### config.mk
export PLATFORM = sky130hd
export DESIGN_NAME = qsp_store_pair
export DESIGN_NICKNAME = d
export VERILOG_FILES = /design/src/rtl/qsp_pkg.sv /design/src/rtl/qsp_ea_calc.sv /design/src/rtl/qsp_byte_rev.sv /design/src/rtl/qsp_seq.sv /design/src/rtl/qsp_store_pair.sv
export SDC_FILE = /design/constraint.sdc
export NUM_CORES = 1
export LEC_CHECK = 0
export ABC_AREA = 1
export BUFFER_PORTS_ARGS = -buffer_cell sky130_fd_sc_hd__buf_2
export CAP_MARGIN = 25
export CORE_MARGIN = 10
export CORE_UTILIZATION = 45
export CTS_CLUSTER_SIZE = 24
export DETAILED_ROUTE_END_ITERATION = 10
export GPL_TIMING_DRIVEN = 1
export PLACE_DENSITY = 0.68
export SYNTH_ARGS = -nofsm -noshare
export SYNTH_HDL_FRONTEND = slang
export SYNTH_SLANG_ARGS = --single-unit
export TNS_END_PERCENT = 1
### constraint.sdc
create_clock -name clk -period 4.4 [get_ports clk]
set_clock_uncertainty 0.15 [all_clocks]
set_input_delay 0.44 -clock clk [delete_from_list [all_inputs] [get_ports clk]]
set_output_delay 0.44 -clock clk [all_outputs]
set_load 0.01 [all_outputs]
### src/rtl/qsp_pkg.sv
package qsp_pkg;

    typedef enum logic [1:0] {
        ST_IDLE = 2'd0,
        ST_LOW  = 2'd1,
        ST_HIGH = 2'd2
    } qsp_state_e;

    // What a beat carries: which register, whether its bytes are reversed,
    // and whether it sits at the upper doubleword.
    typedef struct packed {
        logic take_odd;
        logic reverse;
        logic upper;
    } qsp_beat_t;

    function automatic qsp_beat_t qsp_plan(input logic le, input logic upper);
        qsp_beat_t p;
        p.upper    = upper;
        p.reverse  = le;
        p.take_odd = upper ^ le;
        return p;
    endfunction

endpackage

### src/rtl/qsp_ea_calc.sv
module qsp_ea_calc #(
    parameter int AW  = 64,
    parameter int DSW = 14
) (
    input  logic [AW-1:0]  base,
    input  logic           base_zero,
    input  logic [DSW-1:0] disp,
    output logic [AW-1:0]  ea
);
    localparam int PADW = AW - DSW - 2;

    logic [AW-1:0] base_eff;
    logic [AW-1:0] offset;

    always_comb begin
        base_eff = base_zero ? '0 : base;
        offset   = {{PADW{disp[DSW-1]}}, disp, 2'b00};
        ea       = base_eff + offset;
    end
endmodule

### src/rtl/qsp_byte_rev.sv
module qsp_byte_rev #(
    parameter int DW = 64
) (
    input  logic [DW-1:0] din,
    input  logic          en,
    output logic [DW-1:0] dout
);
    localparam int NB = DW / 8;

    logic [DW-1:0] swapped;

    for (genvar g = 0; g < NB; g++) begin : g_lane
        assign swapped[8*g +: 8] = din[8*(NB-1-g) +: 8];
    end

    assign dout = en ? swapped : din;
endmodule

### src/rtl/qsp_seq.sv
module qsp_seq
    import qsp_pkg::*;
#(
    parameter int AW = 64,
    parameter int DW = 64
) (
    input  logic          clk,
    input  logic          rst,
    input  logic          start,
    input  logic          bad_idx,
    input  logic [AW-1:0] ea_in,
    input  logic [DW-1:0] even_in,
    input  logic [DW-1:0] odd_in,
    input  logic          le_in,
    input  logic          wr_ready,
    output qsp_state_e    state,
    output logic [AW-1:0] ea_q,
    output logic [DW-1:0] even_q,
    output logic [DW-1:0] odd_q,
    output logic          le_q,
    output logic          done,
    output logic          bad_form
);
    qsp_state_e nxt;
    logic       take;
    logic       accept;

    always_comb begin
        take   = start && (state == ST_IDLE);
        accept = (state != ST_IDLE) && wr_ready;
        nxt    = state;
        unique case (state)
            ST_IDLE: if (take && !bad_idx) nxt = ST_LOW;
            ST_LOW:  if (accept)           nxt = ST_HIGH;
            ST_HIGH: if (accept)           nxt = ST_IDLE;
            default:                       nxt = ST_IDLE;
        endcase
    end

    always_ff @(posedge clk) begin
        if (rst) begin
            state    <= ST_IDLE;
            ea_q     <= '0;
            even_q   <= '0;
            odd_q    <= '0;
            le_q     <= 1'b0;
            done     <= 1'b0;
            bad_form <= 1'b0;
        end else begin
            state    <= nxt;
            done     <= (state == ST_HIGH) && accept;
            bad_form <= take && bad_idx;
            if (take && !bad_idx) begin
                ea_q   <= ea_in;
                even_q <= even_in;
                odd_q  <= odd_in;
                le_q   <= le_in;
            end
        end
    end
endmodule

### src/rtl/qsp_store_pair.sv
module qsp_store_pair
    import qsp_pkg::*;
#(
    parameter int AW  = 64,
    parameter int DW  = 64,
    parameter int DSW = 14
) (
    input  logic           clk,
    input  logic           rst,
    input  logic           start,
    input  logic [AW-1:0]  base_val,
    input  logic           base_is_zero,
    input  logic [DSW-1:0] disp,
    input  logic           src_reg_odd,
    input  logic [DW-1:0]  even_val,
    input  logic [DW-1:0]  odd_val,
    input  logic           little_endian,
    output logic           wr_valid,
    input  logic           wr_ready,
    output logic [AW-1:0]  wr_addr,
    output logic [DW-1:0]  wr_data,
    output logic           done,
    output logic           bad_form,
    output logic           busy
);
    localparam int          BEAT_BYTES = DW / 8;
    localparam logic [AW-1:0] UPPER_OFS = AW'(BEAT_BYTES);

    logic [AW-1:0] ea_now;
    logic [AW-1:0] ea_q;
    logic [DW-1:0] even_q;
    logic [DW-1:0] odd_q;
    logic          le_q;
    qsp_state_e    state;
    qsp_beat_t     plan;
    logic [DW-1:0] picked;

    qsp_ea_calc #(.AW(AW), .DSW(DSW)) u_ea (
        .base      (base_val),
        .base_zero (base_is_zero),
        .disp      (disp),
        .ea        (ea_now)
    );

    qsp_seq #(.AW(AW), .DW(DW)) u_seq (
        .clk      (clk),
        .rst      (rst),
        .start    (start),
        .bad_idx  (src_reg_odd),
        .ea_in    (ea_now),
        .even_in  (even_val),
        .odd_in   (odd_val),
        .le_in    (little_endian),
        .wr_ready (wr_ready),
        .state    (state),
        .ea_q     (ea_q),
        .even_q   (even_q),
        .odd_q    (odd_q),
        .le_q     (le_q),
        .done     (done),
        .bad_form (bad_form)
    );

    always_comb begin
        plan    = qsp_plan(le_q, state == ST_HIGH);
        picked  = plan.take_odd ? odd_q : even_q;
        wr_addr = plan.upper ? (ea_q + UPPER_OFS) : ea_q;
    end

    qsp_byte_rev #(.DW(DW)) u_rev (
        .din  (picked),
        .en   (plan.reverse),
        .dout (wr_data)
    );

    assign wr_valid = (state != ST_IDLE);
    assign busy     = (state != ST_IDLE);
endmodule

Yosys cells after proc, flatten, opt, wreduce, memory -nomap -nowiden
Index checks and enable logic that the tools add are counted.

Add/sub/neg operators: 2. Equality and inequality tests: 5. Muxes and demuxes: 8. Bitwise logic cells: 1. Reductions and logical operators: 9.

Operators with widths (number): 64-bit 2-to-1 mux (4); 64-bit by 4-bit adder with 64-bit output (second input constant) (1); 64-bit adder (1); 2-bit 2-to-1 mux (3); 2-bit one-hot mux with 3 select lines (1); 1-bit logical AND (5); 2-bit by 1-bit != test with 1-bit output (second input constant) (2); 3-bit AND reduction (1); 2-bit by 1-bit equality test with 1-bit output (second input constant) (1); 2-bit equality test (second input constant) (1); 2-bit zero test (1); 2-bit != test (second input constant) (1); 2-bit nonzero test (1); 1-bit zero test (1); 1-bit bitwise XOR (1).

Bits in registers: 197. Bits of input ports: 213. Output and inout bits: 132. Word-level logic and storage cells: 32.

Longest topological paths before layout
Depth after elaboration: 5. Mapped depth: 20. Gate-level depth less buffers: 19.

Modules after synthesis
A second synthesis with hierarchy kept.

Cell total of the unflattened synthesis: 3754. Area, all modules: 19971.7 µm².

By module, submodules not included: qsp_seq (times used 1, cells each 1668, area an instance 10020.9 µm², seq. area each 3943.8 µm²); qsp_ea_calc (times used 1, cells each 1359, area an instance 6160.9 µm², seq. area each 0.0 µm²); qsp_store_pair (times used 1, cells each 521, area an instance 2945.3 µm², seq. area each 0.0 µm²); qsp_byte_rev (times used 1, cells each 206, area an instance 844.6 µm², seq. area each 0.0 µm²).

Worst setup path before layout
No wires, ideal clock.

Path type: input to register. Start point: input base_is_zero. End point: register u_seq.ea_q[30]. Setup time: 0.115 ns. Arrival time: 2.405 ns. Data required time: 4.135 ns. Setup slack: 1.730 ns. Stages: 15. Buffers on the path: 2. Path through: clkbuf_1 > clkbuf_1 > nor2_1 > ha_1 > inv_1 > fa_1 > nor2_1 > or2_2 > nand3_1 > nand2_1 > nand2_1 > nand2_1 > xor2_1 > o21ai_0 > inv_1.

Word-level cells in the longest chain between the ends: 2.

Ends and longest elaborated chain: from (decl) (RTL line qsp_store_pair.sv:12) `input logic base_is_zero,`; 64-bit 2-to-1 mux (RTL line qsp_ea_calc.sv:16) `base_eff = base_zero ? '0 : base;`; 64-bit adder (RTL line qsp_ea_calc.sv:18) `ea = base_eff + offset;`; to (signal assigned) (RTL line qsp_seq.sv:54) `ea_q <= ea_in;`; to (decl) (RTL line qsp_seq.sv:17) `output logic [AW-1:0] ea_q,`.

No other way between the ends. A chain may end at the register's enable or synchronous reset.

Final worst setup path
Start point: register u_seq.le_q. End point: output wr_data[49].

Word-level cells in the longest chain between the ends: 3.

Ends and longest elaborated chain: from (decl) (RTL line qsp_seq.sv:20) `output logic le_q,`; from (signal assigned) (RTL line qsp_seq.sv:57) `le_q <= le_in;`; 1-bit bitwise XOR (RTL line qsp_pkg.sv:21) `p.take_odd = upper ^ le;`; 64-bit 2-to-1 mux (RTL line qsp_store_pair.sv:66) `picked = plan.take_odd ? odd_q : even_q;`; 64-bit 2-to-1 mux * (RTL line qsp_byte_rev.sv:16) `assign dout = en ? swapped : din;`; to (decl) (RTL line qsp_store_pair.sv:21) `output logic [DW-1:0] wr_data,`.

Mark *: on every way between the ends. The rest lies on a longest branch, timed or not.

==> key figures <==
Logic synthesis
  • Syn Nets: 3126
  • Post-Syn Instances: roughly 2900
  • Seq/Total Area, Yosys: 24.59%
  • Flops & latches, synth: 197
  • Syn. warnings: 0
  • Avg Cell Area, Syn: between 5 and 6 sq um
  • Synth unique cells: 39
  • Mapped Area: roughly 16000 sq um

Detailed routing
  • First drt pass iteration count: 8
  • Avg WL per Cell: 16.91 um
  • Vias: roughly 18000
  • DRT iter0 DRCs: 1324
  • Vias per cell: just over 5
  • DRC: 0
  • DRT Wirelength: 60970 um
  • Antenna Violating Nets Remaining: 0

Pwr
  • Leakage dissipation: approximately 11 nW
  • Switching share of power: between 30% and 40%
  • PwrDens: 286.2 nW/um^2
  • Total power: around 5.4 mW
  • Worst VDD drop: around 280 uV
  • Sw power: 1.997 mW
  • Clock network power share: ~30%
  • P_int: 3.373 mW
  • Seq pwr share: 37.2%
  • Logic pwr share: roughly a third

Cells and area
  • Fraction of final layout cells with drive strength greater than 1: 13.70%
  • Ant diodes: 0
  • Layout area overhead: 17.02%
  • Most frequent cells in the layout: nand2_1 (767), inv_1 (594), nor2_1 (348)
  • Final core occ: between 50% and 60%
  • NumNets Final: 3408
  • Most common cell after layout, fill and taps aside: nand2_1

Global routing
  • Total gr overflow: 0
  • Largest net degree at the start of global routing: 129
  • Vias in the first global route: between 15000 and 20000
  • Initial antenna violation count: 0
  • Tot GR Track Use: 26.72%
  • First-pass GRT wire length: 94560 um

CTS
  • Longest Clk Path Bufs: 2
  • Postcts setup bufs: 0
  • Root buffer cell: clkbuf_16
  • Inserted Clock Buffers: 17
  • H-tree depth: 4
  • Later-pin clock latency in the skew report: 0.45 ns
  • CTS Hold Buffers Added: 0
  • CTS sink count: 197
  • Post-cts sizing count: 0
  • CTS clock-pin slew for the worst setup and hold paths: 0.08 ns
  • CTS tree: built

Setup path
  • Crit-path max FO: 38
  • CP startpoint kind: register
  • CP max stage delay: 0.89 ns
  • Slowest CP cell: dfxtp_2
  • Crit path DAT: 3.06 ns
  • Critical-path cell list: xor2_4 > buf_4 > nand2_1 > o21ai_0 > inv_1 > nand2_1 > o21ai_0 > buf_2
  • Setup CP Type: register to output pin
  • CP required: about 3.8 ns
  • CP Capture Type: output pin

Floorplan
  • Die area: 43590 sq um
  • Core Box Area: 35400 sq um
  • I/O Pins: about 350
  • Die Y: 208.8 um
  • Initial Util: 45.31%
  • Num rows: 69
  • Die X-Extent: 208.8 um

STA
  • Fmax: between 200 and 300 MHz
  • Max-slew violations: 0
  • Unrepaired setup endpoints after global routing: false
  • Setup TNS: 0 ns
  • Final setup fails: 0
  • Endpoints failing hold: 0
  • Setup slack after layout: 0.7527 ns
  • Final worst path period need: 3.647 ns
  • Tcrit/Tclk final: 82.89%
  • Relative slew margins: between 40% and 50%
  • Worst Tran Pin Value: 0.8826 ns

Placement
  • Setup WS pre-CTS: 0.8627 ns
  • Gpl congestion: 1.002
  • DP HPWL: 49600 um
  • # port buffers: 344

Flow run
  • Max-capacitance violation count: 0

Status
  • Outcome: finished, final reports clean

Hold path
  • Worst hold path type: primary input to register
[logic make-up (layout without fill, tap and decap cells)]
kind of cell	Yosys count	after routing	share of synthesized area, %
AND/OR/NAND/NOR	1319	1319	33.69
AO/OA/AOI/OAI	485	485	15.49
buffers and inverters	699	994	16.52
adder cells (fa/ha/maj)	63	63	4.962
flip-flops	197	197	24.59
XOR/XNOR	87	87	4.751
[critical path: cells and delay by family (launching register included)]
kind                      cells  cell delay (ns)
AOI/OAI and AO/OA             2             0.22
xor gates and xnor gates      1             0.74
buffers and inverters         3             0.62
DFF                           1             0.89
and+or+nand+nor               2             0.11
[final timing paths]
path / start / endpoint / slack [ns] / cells past startpoint
worst max-delay path: u_seq.le_q / wr_data[49] / 0.75 / 8
worst max register to register: u_seq.state[1] / u_seq.odd_q[57] / 1.66 / 7
worst min-delay path: odd_val[12] / u_seq.odd_q[12] / 0.06 / 3
worst min register to register: u_seq.even_q[5] / u_seq.even_q[5] / 0.30 / 2
[registers in the layout, summed over array words and instances (netlist names)]
name and cells:
u_seq.ea_q 64, u_seq.even_q 64, u_seq.odd_q 64, u_seq.state 2, u_seq.bad_form 1, u_seq.done 1, u_seq.le_q 1
[final cells by class]
| cell class | count | area (sq um) |
|---|---|---|
| sequential | 197 | 3945 |
| clock inverter | 11 | 142.6 |
| timing repair buffer | 365 | 1937 |
| clock buffer | 21 | 450.4 |
| fill | 3807 | 16630 |
| tap | 461 | 576.8 |
| multi-input combinational | 1954 | 9468 |
| inverter | 597 | 2247 |
[metal layers]
layer / global-route usage, % / routed length, um / vias up
met3: 4.489 / 4217 / 97
met4: 10.25 / 2084 / 0
met1: 33.54 / 26220 / 8292
met2: 44.80 / 28440 / 651
met5: 0 / 0 / -
li1: - / - / 9256
[stage by stage]
stage               cell area [sq um]  hold WS (ns)  instances
finish                          18770       0.06341       3606
floorplan                       16040        0.2797       2850
global route                    18770       0.06033       3606
detailed placement              18150        0.2945       3573
CTS                             18740       0.05002       3605
global placement                18150        0.2889       3573
[synth_stat cells, drive strengths merged]
library cell	number	area, sq um
and2	3	18.77
nand3	95	495.5
nor3	49	287.8
o21bai	15	112.6
nand4	27	181.4
and3	1	6.260
nand3b	2	27.53
a31oi	1	6.260
ha	62	775.7
or2	2	12.52
buf	25	118.9
fa	1	20.02
a21oi	160	800.8
nor4	7	50.05
clkbuf	77	289.0
o211ai	2	15.01
dfxtp	197	3944
xnor2	2	17.52
o21a	5	37.54
inv	597	2241
nor2	360	1406
o21ai	302	1511
nand2	772	2910
xor2	85	744.5
nand2b	1	6.260
[power groups by stage]
stage / Combinational (mW) / Sequential, mW / Clock [mW]
after detailed placement: 1.73 / 2.04 / 0
after floorplan: 1.08 / 2.01 / 0
after CTS: 1.74 / 2.00 / 1.64
final: 1.75 / 2.00 / 1.62
after global routing: 1.95 / 2.01 / 1.72
after global placement: 1.72 / 2.03 / 0
No activity file was read; power rests on OpenSTA's default activity.
